**config.mk**
```make
export PLATFORM = sky130hd
export DESIGN_NAME = async_serial_port
export DESIGN_NICKNAME = d
export VERILOG_FILES = /design/src/rtl/async_serial_port.sv
export SDC_FILE = /design/constraint.sdc
export NUM_CORES = 1
export LEC_CHECK = 0
export BUFFER_PORTS_ARGS = -buffer_cell sky130_fd_sc_hd__buf_4
export CAP_MARGIN = 10
export CORE_MARGIN = 1
export CORE_UTILIZATION = 47
export DETAILED_ROUTE_END_ITERATION = 7
export GPL_ROUTABILITY_DRIVEN = 0
export PLACE_DENSITY = 0.67
export SKIP_CTS_REPAIR_TIMING = 1
export SLEW_MARGIN = 15
export SYNTH_ARGS = -nofsm -noshare
export SYNTH_HDL_FRONTEND = slang
export SYNTH_SLANG_ARGS = --single-unit
```
**constraint.sdc**
```tcl
create_clock -name clk -period 2.8 [get_ports clk]
set_clock_uncertainty 0.05 [all_clocks]
set_input_delay 0.56 -clock clk [delete_from_list [all_inputs] [get_ports clk]]
set_output_delay 0.56 -clock clk [all_outputs]
set_load 0.01 [all_outputs]
```
**src/rtl/async_serial_port.sv**
```systemverilog
module async_serial_port #(
  parameter logic [7:0] CTRL_RESET = 8'h03
) (
  input  logic       clk,
  input  logic       rst_n,
  input  logic       cs,
  input  logic       rsel,
  input  logic       rd,
  input  logic       wr,
  input  logic [7:0] wdata,
  output logic [7:0] rdata,
  output logic       bus_oe,
  output logic       txd,
  input  logic       rxd
);

  typedef enum logic [1:0] {RX_IDLE, RX_START, RX_BITS} rx_state_t;

  logic [7:0]  ctrl;
  logic [2:0]  tdiv;
  logic        tick;
  logic [3:0]  clen;
  logic        pe, podd, two;

  logic [7:0]  thr;
  logic        thr_full;
  logic [11:0] tsr, tframe;
  logic [3:0]  trem, tcnt, tbits;
  logic        tbusy, tpar, tload;

  logic [2:0]  rsync;
  logic        rline, rfall;
  rx_state_t   rstate;
  logic [3:0]  rcnt, ridx;
  logic [7:0]  rsr, rbr, rx_data;
  logic        rpar, rx_full, rx_done;
  logic        perr, ferr, oerr;

  wire wr_thr = cs & wr & ~rsel;
  wire wr_ctl = cs & wr & rsel;
  wire rd_rbr = cs & rd & ~rsel;
  wire rd_st  = cs & rd & rsel;

  assign clen = 4'd5 + {2'b00, ctrl[1:0]};
  assign two  = ctrl[2];
  assign pe   = ctrl[3];
  assign podd = ctrl[4];
  assign tick = (tdiv == ctrl[7:5]);

  always_ff @(posedge clk) begin
    if (!rst_n) begin
      ctrl <= CTRL_RESET;
      tdiv <= '0;
    end else begin
      if (wr_ctl) ctrl <= wdata;
      tdiv <= tick ? 3'd0 : tdiv + 3'd1;
    end
  end

  always_comb begin
    tframe = '1;
    tframe[0] = 1'b0;
    tpar = podd;
    for (int i = 0; i < 8; i++) begin
      if (4'(i) < clen) begin
        tframe[i+1] = thr[i];
        tpar = tpar ^ thr[i];
      end
    end
    if (pe) tframe[clen + 4'd1] = tpar;
  end

  assign tbits = 4'd2 + clen + {3'b000, pe} + {3'b000, two};
  assign tload = tick & thr_full & (~tbusy | (tcnt == 4'd15 && trem == 4'd1));
  assign txd   = tbusy ? tsr[0] : 1'b1;

  always_ff @(posedge clk) begin
    if (!rst_n) begin
      thr      <= '0;
      thr_full <= 1'b0;
      tsr      <= '1;
      trem     <= '0;
      tcnt     <= '0;
      tbusy    <= 1'b0;
    end else begin
      if (wr_thr) thr <= wdata;
      if (wr_thr) thr_full <= 1'b1;
      else if (tload) thr_full <= 1'b0;
      if (tbusy && tick) begin
        tcnt <= tcnt + 4'd1;
        if (tcnt == 4'd15) begin
          tsr  <= {1'b1, tsr[11:1]};
          trem <= trem - 4'd1;
          if (trem == 4'd1) tbusy <= 1'b0;
        end
      end
      if (tload) begin
        tsr   <= tframe;
        trem  <= tbits;
        tcnt  <= '0;
        tbusy <= 1'b1;
      end
    end
  end

  assign rline   = rsync[1];
  assign rfall   = rsync[2] & ~rsync[1];
  assign rx_done = (rstate == RX_BITS) && tick && rcnt == 4'd15 && ridx == clen + {3'b000, pe};
  assign rx_data = rsr >> (4'd8 - clen);

  always_ff @(posedge clk) begin
    if (!rst_n) begin
      rsync   <= '1;
      rstate  <= RX_IDLE;
      rcnt    <= '0;
      ridx    <= '0;
      rsr     <= '0;
      rpar    <= 1'b0;
      rbr     <= '0;
      rx_full <= 1'b0;
      perr    <= 1'b0;
      ferr    <= 1'b0;
      oerr    <= 1'b0;
    end else begin
      rsync <= {rsync[1:0], rxd};
      case (rstate)
        RX_IDLE: if (rfall) begin
          rstate <= RX_START;
          rcnt   <= '0;
        end
        RX_START: if (tick) begin
          rcnt <= rcnt + 4'd1;
          if (rcnt == 4'd7) begin
            rcnt   <= '0;
            ridx   <= '0;
            rstate <= rline ? RX_IDLE : RX_BITS;
          end
        end
        default: if (tick) begin
          rcnt <= rcnt + 4'd1;
          if (rcnt == 4'd15) begin
            ridx <= ridx + 4'd1;
            if (ridx < clen) rsr <= {rline, rsr[7:1]};
            else if (pe && ridx == clen) rpar <= rline;
            if (rx_done) rstate <= RX_IDLE;
          end
        end
      endcase

      if (rx_done) rbr <= rx_data;
      if (rx_done) rx_full <= 1'b1;
      else if (rd_rbr) rx_full <= 1'b0;

      if (rx_done && pe && (rpar != (^rx_data ^ podd))) perr <= 1'b1;
      else if (rd_st) perr <= 1'b0;
      if (rx_done && !rline) ferr <= 1'b1;
      else if (rd_st) ferr <= 1'b0;
      if (rx_done && rx_full && !rd_rbr) oerr <= 1'b1;
      else if (rd_st) oerr <= 1'b0;
    end
  end

  assign bus_oe = cs & rd;
  assign rdata  = !bus_oe ? 8'h00 :
                  rsel ? {2'b00, ~tbusy & ~thr_full, oerr, ferr, perr, rx_full, ~thr_full} : rbr;

endmodule


```
==> impl_summary.log <==
[metrics] result of the run: finished, final reports clean
[metrics] Starting Density: approximately half
[metrics] cell family with most CP delay: simple AND/OR/NAND/NOR gates
[metrics] sequential share of power: 51.6%
[metrics] Area Overhead vs Synth: 13.0%
[metrics] wire length of the first global-routing pass: 15100 um
[metrics] Initial DRT Pass Iterations: 4
[metrics] die height: 95.5 um
[metrics] maximum clock insertion buffer count: 2
[metrics] fraction of registers with async set or reset after synthesis: 0%
[metrics] Via-to-Cell Ratio: 5.58
[metrics] clock tree root driver cell: clkbuf_8
[metrics] worst slack, placed: 0.170 ns
[metrics] Sinks on Clock Net: 75
[metrics] synthesized netlist net count: between 500 and 600
[metrics] #FFs+latches synth: 75
[metrics] drt first-iter violations: 149
[metrics] critical path data required time: 3.05 ns
[metrics] Post-route DRC: 0
[metrics] CTS tree: yes
[metrics] number of endpoints with negative hold slack in the final report: 0
[metrics] ANT nets after route: 0
[metrics] Data arrival, critical path: 2.83 ns
[metrics] VDD IR max: 0.226 mV
[metrics] EDFF count, synth: 0
[metrics] buffering stage count on the worst path with inverters included: 2
[metrics] average instance area after synthesis: 8.61 um^2
[metrics] unrepaired setup endpoints after global routing: no
[metrics] area of the core: 0.00834 mm^2
[metrics] synth unique cells: 61
[metrics] NetSw: 612 uW
[metrics] fin. max-slew vios: 0
[metrics] switching power share of the total: 28.1%
[metrics] Most used DFF post-synth: dfxtp_1
[metrics] average routed wire per standard cell: 15.0 um
[metrics] via count of the first global-routing pass: between 3000 and 4000
[metrics] clock share of power: 33.8%
[metrics] share of synthesized area occupied by flip-flops and latches: a little over a third
[metrics] number of buffers inserted by port buffering: 24
[metrics] worst setup slack after layout: 0.223 ns
[metrics] Crit Path Max Fanout: 13
[metrics] total via count in the routed design: 3418
[metrics] number of buffers created by CTS: 9
[metrics] later-pin clock latency in the skew report: roughly 0.35 ns
[metrics] fraction of the mapped netlist area in adder cells: 7.38%
[metrics] number of antenna violations at the first check in global routing: 0
[metrics] power density over the cells: 468 mW/mm^2
[metrics] final net count: 542
[metrics] accumulated negative setup slack: 0 ns
[metrics] delay of the slowest critical-path stage: 0.49 ns
[metrics] f_max: 388 MHz
[metrics] number of maximum-capacitance constraint violations: 0
[metrics] XOR/XNOR share of the synthesized area: 7.71%
[metrics] cell mode on critical path: ha_1
[metrics] fraction of the mapped netlist area in compound gates: 12.6%
[metrics] final cell utilization of the core: a little under three fifths
[metrics] overall routed net length: about 9200 um
[metrics] register clock-pin slew on the reported worst setup and hold paths: ~0.080 ns
[metrics] global-route usage over all layers: 21.9%
[metrics] Mapped Cells: about 480
[metrics] largest family of logic cells by synthesized area: simple AND/OR/NAND/NOR gates
[metrics] cell taking the most area after synthesis: dfxtp_1
[metrics] Power Total: 2170 uW
[metrics] element type at the critical path end: flip-flop
[metrics] internal cell power: between 1500 and 2000 uW
[metrics] Antenna Cells: 0
[metrics] summed instance area of the synthesized netlist: 0.00411 mm^2
[metrics] fraction of layout instances using a drive strength above 1: 15.4%
[metrics] die area: about 0.009 mm^2
[metrics] series of cell instances along the critical path: buf_4, ha_1, inv_1, ha_1, nand2b_1, xnor2_1, xnor3_1, or4_1, o211ai_1, a221o_1
[metrics] type of origin of the critical path: flip-flop
[metrics] pin count of the biggest net entering global routing: 32
[metrics] hold_ws: 0.329 ns
[metrics] Leakage: 0.00171 uW
[metrics] Min-Delay Path Class: in -> reg
[metrics] total I/O pin count: 25
[metrics] Critical Setup Path Class: reg -> reg
[metrics] row count: 33
[metrics] die extent in x: 95.5 um
[metrics] number of H-tree levels: 3
[metrics] sum of overflow across all layers after global routing: 0
[metrics] proportion of netlist area held by the largest area contributor: 36.6%
[metrics] share of total power in combinational logic: 14.6%
[metrics] fraction of synthesized area in multiplexers: 7.71%
[metrics] simple logic cell fraction of the synthesized area: 23.9%
[metrics] tightest slew margin relative to the limit: 60.3%
[metrics] transition time at the pin with the least slew margin: between 0.5 and 0.6 ns
[metrics] master of the slowest instance on the critical path: or4_1
[metrics] post-detail-place hpwl: 6780 um
[metrics] clock period minus final worst setup slack: 2.58 ns
[metrics] final count of negative-setup-slack endpoints: 0
[metrics] total number of yosys warnings: 0
[metrics] cell types occupying the most area after synthesis: dfxtp_1 37%, ha_1 6.4%, nand2_1 6.3%, nor2_1 4.9%, xnor2_1 4.3%
[metrics] part of the cycle the worst path needs: 92.0%
-- registers in the layout, indices dropped and copies added, names as in the netlist, 2 cells and up --
signal  count
tcnt        4
rsync       3
rstate      2
tsr        12
ridx        4
rsr         8
rbr         8
thr         8
tdiv        3
rcnt        4
ctrl        8
trem        4
-- synth_stat cells, types with 5 or more instances --
master	number
a211oi_1	7
inv_1	15
xor2_1	11
xnor2_1	20
nand3_1	17
nand4_1	5
dfxtp_1	75
nor2_1	54
nor3_1	14
nand2_1	69
o21ai_0	13
mux4_2	5
nand2b_1	5
clkbuf_1	17
mux2i_1	17
ha_1	21
a21oi_1	33
nor2b_1	6
-- layer usage --
layer	vias up	wire length, um	track usage [%]
met5	-	0	0
met2	66	4100	34.6
met3	18	395	4.15
met4	0	159	8.83
li1	1721	-	-
met1	1613	4560	29.3
-- logic make-up after synthesis --
family,after synthesis
adder cells (fa/ha/maj),23
AND/OR/NAND/NOR,200
multiplexers,25
AO/OA/AOI/OAI,81
buffers and inverters,40
XOR/XNOR,33
flip-flops,75
-- area by class of cell --
class | count | area, um^2
timing repair buffer | 40 | 313
inverter | 16 | 63.8
sequential | 75 | 1510
fill | 783 | 3700
clock inverter | 5 | 30.0
multi-input combinational | 362 | 2460
tap | 105 | 131
clock buffer | 10 | 138
-- power groups by stage --
stage                     combinational, uW  clock (uW)  sequential, uW
after floorplan                         222           0            1140
after global placement                  306           0            1150
after detailed placement                310           0            1150
after CTS                               312         751            1120
after global routing                    352         804            1130
final                                   317         734            1120
-- placed cells by master (no fill, tap or decap), drive strengths merged, types with 10 or more instances in the layout --
cell type / instances
o21ai: 14
xor2: 11
mux2i: 17
a21oi: 33
nor3: 17
nor2: 54
nand2: 69
ha: 21
clkbuf: 10
dfxtp: 75
buf: 40
nand3: 17
xnor2: 20
inv: 15
-- through the flow --
step | instance area [um^2] | std cells
global placement | 4440 | 594
finish | 4640 | 613
CTS | 4610 | 609
floorplan | 4150 | 477
global route | 4640 | 613
detailed placement | 4440 | 594
-- path summary, 6_finish.rpt --
path,start,end,slack (ns),cells after the start
max,ctrl[0],tsr[4],0.22,10
min,rxd,rsync[0],0.33,2
min reg2reg,rsync[0],rsync[1],0.37,1
max reg2reg,ctrl[0],tsr[4],0.22,10
(Power assumes the default switching activity.)
